<file path="src/rtl/lfp_pkg.sv">
package lfp_pkg;
  // Update strobes sent from the update control to the counter bank.
  typedef struct packed {
    logic apply;    // some amount is nonzero for this thread
    logic clampHi;  // net result exceeds the ceiling
    logic clampLo;  // net result falls below zero
  } cntStrobe_t;
endpackage

</file>
<file path="src/rtl/lfp_update_ctrl.sv">
module lfp_update_ctrl
  import lfp_pkg::*;
#(
  parameter int NUM_THREADS = 8,
  parameter int CNT_W = 6,
  parameter int AMT_W = 3
) (
  input  logic [NUM_THREADS-1:0][CNT_W-1:0] counts,
  input  logic [NUM_THREADS-1:0][AMT_W-1:0] fetchAmt,
  input  logic [NUM_THREADS-1:0][AMT_W-1:0] issueAmt,
  input  logic [NUM_THREADS-1:0][AMT_W-1:0] flushAmt,
  output cntStrobe_t [NUM_THREADS-1:0]      strobes
);
  localparam int SUM_W = CNT_W + AMT_W + 2;
  localparam logic [SUM_W-1:0] CEIL = SUM_W'((1 << CNT_W) - 1);

  for (genvar t = 0; t < NUM_THREADS; t++) begin : g_thr
    logic [SUM_W-1:0] upSum;
    logic [SUM_W-1:0] downSum;
    always_comb begin
      upSum   = SUM_W'(counts[t]) + SUM_W'(fetchAmt[t]);
      downSum = SUM_W'(issueAmt[t]) + SUM_W'(flushAmt[t]);
      strobes[t].apply   = (fetchAmt[t] != '0) || (issueAmt[t] != '0) || (flushAmt[t] != '0);
      strobes[t].clampLo = downSum > upSum;
      strobes[t].clampHi = (downSum <= upSum) && ((upSum - downSum) > CEIL);
    end
  end
endmodule

</file>
<file path="src/rtl/lfp_count_bank.sv">
module lfp_count_bank
  import lfp_pkg::*;
#(
  parameter int NUM_THREADS = 8,
  parameter int CNT_W = 6,
  parameter int AMT_W = 3
) (
  input  logic                              clk,
  input  logic                              rstN,
  input  logic [NUM_THREADS-1:0][AMT_W-1:0] fetchAmt,
  input  logic [NUM_THREADS-1:0][AMT_W-1:0] issueAmt,
  input  logic [NUM_THREADS-1:0][AMT_W-1:0] flushAmt,
  input  cntStrobe_t [NUM_THREADS-1:0]      strobes,
  output logic [NUM_THREADS-1:0][CNT_W-1:0] counts
);
  localparam logic [CNT_W-1:0] CNT_MAX = '1;

  for (genvar t = 0; t < NUM_THREADS; t++) begin : g_cnt
    always_ff @(posedge clk) begin
      if (!rstN) begin
        counts[t] <= '0;
      end else if (strobes[t].clampLo) begin
        counts[t] <= '0;
      end else if (strobes[t].clampHi) begin
        counts[t] <= CNT_MAX;
      end else if (strobes[t].apply) begin
        counts[t] <= counts[t] + CNT_W'(fetchAmt[t]) - CNT_W'(issueAmt[t]) - CNT_W'(flushAmt[t]);
      end
    end

    AST_CEIL_HOLD: assert property (@(posedge clk) disable iff (!rstN)
      (counts[t] == CNT_MAX && issueAmt[t] == '0 && flushAmt[t] == '0) |=> counts[t] == CNT_MAX);
    AST_FLOOR_HOLD: assert property (@(posedge clk) disable iff (!rstN)
      (counts[t] == '0 && fetchAmt[t] == '0) |=> counts[t] == '0);
    AST_IDLE_STABLE: assert property (@(posedge clk) disable iff (!rstN)
      (fetchAmt[t] == '0 && issueAmt[t] == '0 && flushAmt[t] == '0) |=> $stable(counts[t]));
  end

  AST_RESET_CLEAR: assert property (@(posedge clk)
    !rstN |=> counts == '0);
endmodule

</file>
<file path="src/rtl/lfp_select.sv">
module lfp_select #(
  parameter int NUM_THREADS = 8,
  parameter int CNT_W = 6,
  parameter int TID_W = $clog2(NUM_THREADS)
) (
  input  logic                              clk,
  input  logic                              rstN,
  input  logic [NUM_THREADS-1:0][CNT_W-1:0] counts,
  input  logic [NUM_THREADS-1:0]            eligible,
  output logic                              grant0Valid,
  output logic [TID_W-1:0]                  grant0Id,
  output logic                              grant1Valid,
  output logic [TID_W-1:0]                  grant1Id
);
  // First pass: lowest count, scanning upward so ties keep the lower ID.
  always_comb begin
    grant0Valid = 1'b0;
    grant0Id    = '0;
    for (int t = 0; t < NUM_THREADS; t++) begin
      if (eligible[t] && (!grant0Valid || counts[t] < counts[grant0Id])) begin
        grant0Valid = 1'b1;
        grant0Id    = TID_W'(t);
      end
    end
  end

  // Second pass: same scan with the first winner masked out.
  always_comb begin
    grant1Valid = 1'b0;
    grant1Id    = '0;
    for (int t = 0; t < NUM_THREADS; t++) begin
      if (eligible[t] && !(grant0Valid && grant0Id == TID_W'(t)) &&
          (!grant1Valid || counts[t] < counts[grant1Id])) begin
        grant1Valid = 1'b1;
        grant1Id    = TID_W'(t);
      end
    end
  end

  AST_G0_ELIG: assert property (@(posedge clk) disable iff (!rstN)
    grant0Valid |-> eligible[grant0Id]);
  AST_G1_ELIG: assert property (@(posedge clk) disable iff (!rstN)
    grant1Valid |-> eligible[grant1Id]);
  AST_VALID_ORDER: assert property (@(posedge clk) disable iff (!rstN)
    grant1Valid |-> grant0Valid);
  AST_TWO_GRANTS: assert property (@(posedge clk) disable iff (!rstN)
    ($countones(eligible) >= 2) |-> (grant0Valid && grant1Valid));
  AST_DISTINCT: assert property (@(posedge clk) disable iff (!rstN)
    (grant0Valid && grant1Valid) |-> grant0Id != grant1Id);
  AST_RANK_ORDER: assert property (@(posedge clk) disable iff (!rstN)
    (grant0Valid && grant1Valid) |->
      (counts[grant0Id] < counts[grant1Id] ||
       (counts[grant0Id] == counts[grant1Id] && grant0Id < grant1Id)));

  for (genvar t = 0; t < NUM_THREADS; t++) begin : g_chk
    AST_G0_MIN: assert property (@(posedge clk) disable iff (!rstN)
      (grant0Valid && eligible[t]) |-> counts[t] >= counts[grant0Id]);
  end
endmodule

</file>
<file path="src/rtl/lowcnt_fetch_pick.sv">
module lowcnt_fetch_pick
  import lfp_pkg::*;
#(
  parameter int NUM_THREADS = 8,
  parameter int CNT_W = 6,
  parameter int AMT_W = 3,
  localparam int TID_W = $clog2(NUM_THREADS)
) (
  input  logic                              clk,
  input  logic                              rstN,
  input  logic [NUM_THREADS-1:0][AMT_W-1:0] fetchAmt,
  input  logic [NUM_THREADS-1:0][AMT_W-1:0] issueAmt,
  input  logic [NUM_THREADS-1:0][AMT_W-1:0] flushAmt,
  input  logic [NUM_THREADS-1:0]            eligible,
  output logic                              grant0Valid,
  output logic [TID_W-1:0]                  grant0Id,
  output logic                              grant1Valid,
  output logic [TID_W-1:0]                  grant1Id
);
  logic [NUM_THREADS-1:0][CNT_W-1:0] counts;
  cntStrobe_t [NUM_THREADS-1:0]      strobes;

  lfp_update_ctrl #(.NUM_THREADS(NUM_THREADS), .CNT_W(CNT_W), .AMT_W(AMT_W)) uCtrl (
    .counts(counts), .fetchAmt(fetchAmt), .issueAmt(issueAmt),
    .flushAmt(flushAmt), .strobes(strobes)
  );

  lfp_count_bank #(.NUM_THREADS(NUM_THREADS), .CNT_W(CNT_W), .AMT_W(AMT_W)) uBank (
    .clk(clk), .rstN(rstN), .fetchAmt(fetchAmt), .issueAmt(issueAmt),
    .flushAmt(flushAmt), .strobes(strobes), .counts(counts)
  );

  lfp_select #(.NUM_THREADS(NUM_THREADS), .CNT_W(CNT_W), .TID_W(TID_W)) uSel (
    .clk(clk), .rstN(rstN), .counts(counts), .eligible(eligible),
    .grant0Valid(grant0Valid), .grant0Id(grant0Id),
    .grant1Valid(grant1Valid), .grant1Id(grant1Id)
  );
endmodule

</file>
<file path="config.mk">
export PLATFORM = sky130hd
export DESIGN_NAME = lowcnt_fetch_pick
export DESIGN_NICKNAME = d
export VERILOG_FILES = /design/src/rtl/lfp_pkg.sv /design/src/rtl/lfp_update_ctrl.sv /design/src/rtl/lfp_count_bank.sv /design/src/rtl/lfp_select.sv /design/src/rtl/lowcnt_fetch_pick.sv
export SDC_FILE = /design/constraint.sdc
export NUM_CORES = 1
export LEC_CHECK = 0
export BUFFER_PORTS_ARGS = -buffer_cell sky130_fd_sc_hd__buf_2
export CAP_MARGIN = 20
export CORE_MARGIN = 1.5
export CORE_UTILIZATION = 56
export DETAILED_ROUTE_END_ITERATION = 6
export MAX_ROUTING_LAYER = met4
export PLACE_DENSITY = 0.84
export SLEW_MARGIN = 10
export SYNTH_ARGS = -nofsm -noshare
export SYNTH_HDL_FRONTEND = slang
export SYNTH_HIERARCHICAL = 1
export SYNTH_SLANG_ARGS = --single-unit
export TNS_END_PERCENT = 50
</file>
<file path="constraint.sdc">
create_clock -name clk -period 26.8 [get_ports clk]
set_clock_uncertainty 0.05 [all_clocks]
set_input_delay 1.34 -clock clk [delete_from_list [all_inputs] [get_ports clk]]
set_output_delay 1.34 -clock clk [all_outputs]
set_load 0.02 [all_outputs]
</file>
Yosys cells after proc, flatten, opt, wreduce, memory -nomap -nowiden
Index checks and enable logic that the tools add are counted.
{"block": "op_classes", "addsub": 48, "n_lt_le_gt_ge": 49, "n_eq_ne": 7, "mux": 70, "bitwise": 1, "n_reduce_logical": 131}
{"operator": "$bmux 6 s3", "n": 12}
{"operator": "$mux 6", "n": 28}
{"operator": "$sub 6x3->6", "n": 16}
{"operator": "$gt 11x11->1", "n": 8}
{"operator": "$gt 11x6->1 const B", "n": 8}
{"operator": "$le 11x11->1", "n": 8}
{"operator": "$sub 11x11->11", "n": 8}
{"operator": "$lt 6x6->1", "n": 13}
{"operator": "$reduce_bool 3->1", "n": 24}
{"operator": "$add 6x3->7", "n": 8}
{"operator": "$add 6x3->6", "n": 8}
{"operator": "$logic_and 1x1->1", "n": 38}
{"operator": "$lt 3x4->1 const B", "n": 9}
{"operator": "$add 3x3->4", "n": 8}
{"operator": "$logic_or 1x1->1", "n": 30}
{"operator": "$mux 3", "n": 10}
{"operator": "$logic_not 1->1", "n": 22}
{"operator": "$mux 1", "n": 18}
{"operator": "$reduce_bool 2->1", "n": 8}
{"operator": "$reduce_or 2->1", "n": 8}
{"operator": "$eq 3x3->1 const B", "n": 4}
{"operator": "$lt 2x4->1 const B", "n": 2}
{"operator": "$eq 3x2->1 const B", "n": 2}
{"operator": "$lt 1x4->1 const B", "n": 1}
{"operator": "other kinds (4)", "n": 5}
{"block": "totals", "ff_bits": 48, "output_inout_bits": 8, "elab_cells": 314}

Longest topological paths before layout
Gate-level depths: netlist of the first run.
{"block": "depth", "word_depth": 86, "depth_mapped": 154, "mapped_depth_nobuf": 144}

By module
Netlist of the first run, hierarchy kept.
{"module": "lfp_count_bank", "n_inst": 1, "cells_each": 569, "area_each_um2": 4938.5, "seq_area_each_um2": 960.9}
{"module": "lfp_select", "n_inst": 1, "cells_each": 679, "area_each_um2": 4588.2, "seq_area_each_um2": 0.0}
{"module": "lfp_update_ctrl", "n_inst": 1, "cells_each": 371, "area_each_um2": 3108.0, "seq_area_each_um2": 0.0}

Worst setup path after synthesis of the first run
OpenSTA, ideal clock, no wires.
{"block": "synth_path", "path_type": "input to output", "from": "input eligible[0]", "to": "output grant1Id[1]", "arrival_ns": 25.804, "t_required_ns": 25.410, "path_slack_ns": -0.394, "stages": 147, "cell_sequence": "nand3_1 o22ai_1 a211oi_1 clkbuf_1 nor2_1 a21oi_1 ha_1 a211o_1 a21o_1 o21ai_1 a21oi_1 clkbuf_1 nor2_1 a21o_1 ha_1 a211oi_1 o211a_1 a21oi_1 [... 111 more ...] a21o_1 a21oi_1 nand2_1 o21ai_1 a21boi_0 a41o_1 a21o_1 buf_2 mux2_1 a41oi_1 ha_1 a21o_1 a21o_1 a21oi_1 a21oi_1 nor3_1 nor2_1 nand2_1"}
{"block": "synth_between", "elab_chain_cells": 86, "elab_cells_between_ends": 139}
{"element": "from (decl)", "line_no": "lowcnt_fetch_pick.sv:14", "text": "input logic [NUM_THREADS-1:0] eligible,"}
{"element": "$mux 1", "line_no": "lfp_select.sv:20", "text": "if (eligible[t] && (!grant0Valid || counts[t] < counts[grant0Id])) begin"}
{"element": "$logic_not 1->1", "line_no": "lfp_select.sv:20"}
{"element": "$logic_or 1x1->1", "line_no": "lfp_select.sv:20"}
{"element": "$logic_and 1x1->1", "line_no": "lfp_select.sv:20"}
{"element": "$mux 1", "line_no": "lfp_select.sv:20"}
{"element": "$bmux 6 s3", "line_no": "lfp_select.sv:20"}
{"element": "$mux 6 (implied by the code)", "line_no": "lfp_select.sv:20"}
{"element": "$lt 6x6->1", "line_no": "lfp_select.sv:20"}
{"element": "[... 70 more ...]"}
{"element": "$logic_and 1x1->1", "line_no": "lfp_select.sv:32", "text": "if (eligible[t] && !(grant0Valid && grant0Id == TID_W'(t)) &&"}
{"element": "$mux 3", "line_no": "lfp_select.sv:32"}
{"element": "$bmux 6 s3", "line_no": "lfp_select.sv:33", "text": "(!grant1Valid || counts[t] < counts[grant1Id])) begin"}
{"element": "$mux 6 (implied by the code)", "line_no": "lfp_select.sv:33"}
{"element": "$lt 6x6->1", "line_no": "lfp_select.sv:33"}
{"element": "$logic_or 1x1->1", "line_no": "lfp_select.sv:33"}
{"element": "$logic_and 1x1->1", "line_no": "lfp_select.sv:32"}
{"element": "$mux 3 *", "line_no": "lfp_select.sv:32"}
{"element": "to (decl)", "line_no": "lowcnt_fetch_pick.sv:18", "text": "output logic [TID_W-1:0] grant1Id"}
Every way passes the cells marked *; elsewhere a longest branch is shown, timed or not. The select of a mux whose other input is x is not followed.

Worst setup path after layout of the first run
{"block": "layout_path", "from": "register uBank/counts[3] in the netlist's numbering", "to": "output grant1Id[2]"}
{"block": "layout_between", "elab_chain_cells": 85, "elab_cells_between_ends": 138}
{"element": "from (decl)", "line_no": "lfp_count_bank.sv:14", "text": "output logic [NUM_THREADS-1:0][CNT_W-1:0] counts"}
{"element": "from (signal, indexed assignment)", "line_no": "lfp_count_bank.sv:27", "text": "counts[t] <= counts[t] + CNT_W'(fetchAmt[t]) - CNT_W'(issueAmt[t]) - CNT_W'(flushAmt[t]);"}
{"element": "$lt 6x6->1", "line_no": "lfp_select.sv:20, lfp_select.sv:33"}
{"element": "$logic_or 1x1->1", "line_no": "lfp_select.sv:20"}
{"element": "$logic_and 1x1->1", "line_no": "lfp_select.sv:20"}
{"element": "$mux 1", "line_no": "lfp_select.sv:20"}
{"element": "$bmux 6 s3", "line_no": "lfp_select.sv:20"}
{"element": "$mux 6 (implied by the code)", "line_no": "lfp_select.sv:20"}
{"element": "$lt 6x6->1", "line_no": "lfp_select.sv:20"}
{"element": "$logic_or 1x1->1", "line_no": "lfp_select.sv:20"}
{"element": "[... 69 more ...]"}
{"element": "$logic_and 1x1->1", "line_no": "lfp_select.sv:32"}
{"element": "$mux 3", "line_no": "lfp_select.sv:32"}
{"element": "$bmux 6 s3", "line_no": "lfp_select.sv:33"}
{"element": "$mux 6 (implied by the code)", "line_no": "lfp_select.sv:33"}
{"element": "$lt 6x6->1", "line_no": "lfp_select.sv:33"}
{"element": "$logic_or 1x1->1", "line_no": "lfp_select.sv:33"}
{"element": "$logic_and 1x1->1", "line_no": "lfp_select.sv:32"}
{"element": "$mux 3 *", "line_no": "lfp_select.sv:32"}
Marks and branches as above.

==> metrics.yaml, run 1 <==
placed_design:
  io_buffers: 89
  place_congestion: 1.06
  pre_cts_slack_ps: -557
  dpl.hpwl_mm: 29.5
critical_path:
  critPathTopFamily: "compound AO/OA/AOI/OAI gates"
  worstSetupEndpointType: "primary output"
  crit_top_cell: "a21o_1"
  cp_max_fo: 10
  cpPeakStageDelay_ps: 560
  slowest_stage: "or4_4"
  cp.arrival_ps: 24850
  crit_type: "reg -> out"
  startpoint_type: "flop"
  cp.buffers_inverters: 10
  worstPathRequired_ps: 25410
layout:
  layout-drive-gt1-share_pct: 21.1
  antenna_cells: 0
  largest_reg_flops: 48
  most-common-layout-cells: "195 x inv_1, 191 x ha_1, 161 x a21oi_1"
  syn2layout_area_growth_pct: 17.4
  num-nets-final: 2141
  multi_input_area_sq_um: 11300
  seq_area_sq_um: 962
  fill_cells: 1761
  final_common_cell: "inv_1"
  top_regs: "uBank/counts x48"
  top_register: "uBank/counts"
floorplan:
  dieArea_sq_um: 23500
  rows: 54
  die_w_um: 153
  core_area_sq_um: 22000
  ios: 90
  die_y_um: 153
  start_util_pct: 57.5
cts:
  clk_path_buf_depth: 2
  cts.sinks: 48
  holdBufCountCts: 0
  htree_levels: 2
  root_buffer: "clkbuf_16"
  clk_latency_ps: 310
  clk_pin_slew_worst_paths_ps: 70
  numCtsBuffers: 5
  cts_tree: "done"
status:
  violations: "design-rule violations"
  outcome: "finished, violations left"
yosys:
  synth_top_family_by_area: "adder cells"
  synth_cells: 1619
  synth_cell_types: 100
  syn_area_sq_um: 12600
  synthSimpleGateAreaFrac_pct: 16.9
  async_flop_share_pct: 0
  ys_seq_elements: 48
  synth_top_cells_by_area: "ha_1 20%, fa_1 11%, dfxtp_1 7.6%"
  yosys.area_share.xor_xnor_pct: 3.33
  synth_compound_area_share_pct: 29.0
  yosysWarningCount: 6
  synth_fa_ha_area_share_pct: 31.3
  synthDominantCellAreaShare_pct: 19.9
  ys_seq_area_share_pct: 7.61
  avgSynthCellArea_sq_um: 7.80
  muxShareOfSynthArea_pct: 4.38
  yosys.area.top_type: "ha_1"
  synthesis.nets: 1974
  ys.flop_type: "dfxtp_1"
  synth_edf_count: 0
sta:
  report.final.slew_viol_count: 0
  fmax_ghz: 0.0381
  hold_violations: 0
  tns_ps: 0
  worst_slack_ps: 564
  final-setup-viol-count: 0
  fin_crit_ps: 26240
  slew_headroom_pct: 11.7
  tightest_slew_ps: 1310
  finalCritPeriodShare_pct: 97.9
grt:
  antenna_found_initial: 0
  overflow: 0
  grt_usage_pct: 32.9
  grt_pass1_vias: 12380
  grt_max_degree: 20
  grt_pass1_wl_mm: 61.1
detailed_routing:
  finalWirelength_mm: 39.7
  wl_per_cell_um: 19.2
  firstDrtPassIters: 7
  drcViolationCount: 5
  ant_nets: 0
  via_per_inst: 6.46
  via_count: 13356
  drt_iter0_drc: 1489
flow_run:
  max-cap-violations: 0
min_path:
  min_path_type: "reg -> reg"
==> worst register-to-register path: stages, from the launching register on <==
cell and delay (ps):
dfxtp_1 810, fa_1 600, fa_1 470, nand3b_1 170, a41o_1 220, a21oi_2 150, a21oi_1 60, nor3_2 280
inv_1 130, a21oi_1 150
==> cells in the mapped netlist (all sizes together) (14+ instances only) <==
cell	n
inv	204
ha	201
a21oi	193
nand2	107
nor2	102
a21o	84
o21ai	82
fa	72
dfxtp	48
nand3	48
xnor2	40
mux2i	38
nand4	33
nor3	31
a211oi	22
o211ai	22
clkbuf	21
nand2b	18
a211o	15
mux2	15
o21a	15
buf	14
==> final cells by class <==
class	instances	share of cell area, %
clock buffers	6	0.936
well taps	280	2.36
clock inverters	2	0.0928
inverters	205	5.24
flip-flops and latches	48	6.49
multi-input cells	1333	76.3
repair buffers	193	8.63
==> cell families after synthesis <==
kind of cell	Yosys count
XOR/XNOR	48
multiplexers	53
AND/OR/NAND/NOR	420
buffers and inverters	240
AO/OA/AOI/OAI	537
flip-flops	48
adder cells (fa/ha/maj)	273
==> path summary, 6_finish.rpt <==
check / start / endpoint / slack [ps] / cells past startpoint
setup / recovery: uBank/counts[3] / grant1Id[2] / 560 / 135
hold reg to reg: uBank/counts[3] / uBank/counts[3] / 570 / 2
hold / removal: uBank/counts[3] / uBank/counts[3] / 570 / 2
setup reg to reg: uBank/counts[19] / uBank/counts[20] / 23640 / 9
==> stage by stage <==
step                      area [sq um]  utilization (%)  instances  hold slack, ps
final                            14800             67.6       2067             568
after global routing             14800             67.6       2067             598
after CTS                        13800             62.9       2008             607
after detailed placement         13600             61.9       1996             589
after global placement           13600             61.9       1996             569
after floorplan                  12600                -       1619             494
==> what timing repair did <==
| action | CTS | global route |
|---|---|---|
| pin swaps | 2 | 91 |
| buffers inserted | 4 | 55 |
| endpoints found under the setup margin | 3 | 3 |
| gates cloned | 0 | 4 |
| gates resized for setup | 11 | 156 |
==> per-layer routing <==
| layer | GRT usage (%) | vias up | wire length, um |
|---|---|---|---|
| met1 | 40.1 | 6155 | 15900 |
| met3 | 5.70 | 209 | 3670 |
| met5 | - | - | 0 |
| met4 | 13.1 | 0 | 1960 |
| met2 | 53.9 | 743 | 18200 |
| li1 | - | 6249 | - |
Power of run 1 is left out: the tool's default activity adds up to more than one toggle a clock period on the data nets, which glitch-free logic cannot reach.
==> run 2: changes to the inputs <==
- MAX_ROUTING_LAYER: met4 -> not set
==> run 2 against run 1 <==
Net effect: the run still ends with design-rule violations left; global-route usage fell by 1.2 points; hold slack got worse by 7.8 ps; fmax is 0.16% lower; first-iteration DRC count shrank 0.34%; critical endpoint unchanged; die area unchanged; clock-buffer cell count up 1; utilization decreased by 1.0 points.
==> metrics.yaml, run 2 (same netlist as run 1, synthesis figures left out) <==
detailed_routing:
  met1_length_mm: 15.7  # -1.3%
  highest_layer: "met4"
  via_per_inst: 6.52  # +0.95%
  drt_iter0_drc: 1484  # -0.34%
  wl_met2_mm: 18.2  # about the same
  dr_wl_met3_mm: 3.52  # -4.0%
  wl_per_cell_um: 19.2  # +0.13%
  firstDrtPassIters: 7  # unchanged
  drcViolationCount: 5  # unchanged
  finalWirelength_mm: 39.5  # -0.65%
  ant_nets: 0  # unchanged
  via_count: 13379  # +0.17%
layout:
  top_regs: "uBank/counts x48"
  most-common-layout-cells: "198 x inv_1, 195 x ha_1, 162 x a21oi_1"
  num-nets-final: 2125  # -0.75%
  fin_cells: 2051  # -0.77%
  antenna_cells: 0  # unchanged
  top_register: "uBank/counts"
  layout-drive-gt1-share_pct: 19.5  # -1.6 points
  syn2layout_area_growth_pct: 15.6
  largest_reg_flops: 48  # unchanged
  final_common_cell: "inv_1"
  final_area_sq_um: 14600  # -1.5%
  fill_cells: 1799  # +2.2%
cts:
  clk_latency_ps: 300  # about the same
  htree_levels: 2  # unchanged
  holdBufCountCts: 0  # unchanged
  numCtsBuffers: 5  # unchanged
  cts.sinks: 48  # unchanged
  root_buffer: "clkbuf_16"
  clk_path_buf_depth: 2  # unchanged
  clk_pin_slew_worst_paths_ps: 60  # about the same
  cts_tree: "done"
floorplan:
  rows: 54  # unchanged
  die_w_um: 153  # unchanged
  dieArea_sq_um: 23500  # unchanged
  ios: 90  # unchanged
  core_area_sq_um: 22000  # unchanged
  die_y_um: 153  # unchanged
  start_util_pct: 57.5  # unchanged
critical_path:
  crit_top_cell: "a21o_1"
  cp_max_fo: 9  # -1
  worstPathRequired_ps: 25410  # about the same
  cp.depth: 132  # -2.2%
  startpoint_type: "input port"
  worstRegToRegCells: 10  # +1
  cp.arrival_ps: 24890  # +40 ps
  cp.buffers_inverters: 11  # +1
  cpPeakStageDelay_ps: 530  # -30 ps
  critPathTopFamily: "compound AO/OA/AOI/OAI gates"
  worstSetupEndpointType: "primary output"
  crit_type: "in -> out"
  slowest_stage: "or4_4"
grt:
  grt_usage_pct: 31.7  # -1.2 points
  grt_pass1_wl_mm: 61.1  # -0.12%
  grt_max_degree: 20  # unchanged
  grt_pass1_vias: 12526  # +1.2%
  antenna_found_initial: 0  # unchanged
  overflow: 0  # unchanged
flow_run:
  max-cap-violations: 0  # unchanged
min_path:
  hold_path_depth: 2  # unchanged
  min_path_type: "reg -> reg"
sta:
  fmax_ghz: 0.0381  # -0.16%
  finalCritPeriodShare_pct: 98.1  # +0.16 points
  fin_crit_ps: 26280  # +42.7 ps
  hold_violations: 0  # unchanged
  slew_headroom_pct: 14.9  # +3.2 points
  report.final.slew_viol_count: 0  # unchanged
  tightest_slew_ps: 1260  # -48.1 ps
  final-setup-viol-count: 0  # unchanged
placed_design:
  placed_cells: 2000  # +0.20%
  place_congestion: 1.04  # -1.4%
  dpl.hpwl_mm: 29.7  # +0.71%
  io_buffers: 89  # unchanged
  placed_area_sq_um: 13600  # +0.22%
status:
  outcome: "finished, violations left"
  violations: "design-rule violations"
## run 2: changes by cell type in the layout (fill, tap and decap cells not counted), sizes merged
cell      change
clkinvlp      -2
buf          -16
a21oi         +1
o21a          -1
clkbuf        +1
inv           +1
clkinv        -1
bufinv        +1
## run 2: final cells by class
cell class	instances	area (sq um)	share of cell area (%)
Clock inverter	1	30.0	0.206
Tap cell	280	350	2.40
Inverter	205	769	5.27
Multi-Input combinational cell	1333	11200	76.6
Sequential cell	48	962	6.59
Timing Repair Buffer	177	1150	7.88
Clock buffer	7	153	1.04
## run 2: per-stage QoR
stage / setup slack, ps / util (%) / TNS [ps] / hold slack, ps
6_report: 521 / 66.5 / 0 / 560
5_1_grt: -426 / 66.5 / -1260 / 617
4_1_cts: 33.0 / 63.1 / 0 / 606
3_5_place_dp: -400 / 62.0 / -1130 / 596
3_3_place_gp: 77.3 / 62.0 / 0 / 573
2_1_floorplan: 7.62 / - / 0 / 494
## run 2: final timing paths
kind                   start          endpoint  slack, ps
min          uBank/counts[3]   uBank/counts[3]        560
max              eligible[0]       grant1Id[2]        520
min reg2reg  uBank/counts[3]   uBank/counts[3]        560
max reg2reg  uBank/counts[6]  uBank/counts[11]      23620
## run 2: layer usage
metal | global-route usage [%] | vias up
met5 | 0 | -
met4 | 14.8 | 0
met3 | 5.47 | 197
met2 | 54.2 | 723
met1 | 38.7 | 6252
li1 | - | 6207
## run 2: timing repair
action,in CTS,in global routing
setup endpoints to repair,3,3
gates resized for setup,12,119
pin swaps,0,56
setup buffers,1,40
gates cloned,0,3
## run 2: tightest hold or removal path: stages, from the launching register on
cell,delay (ps)
dfxtp_2,370
a21oi_1,130
a21oi_1,70
Power of run 2 is left out for the same reason.
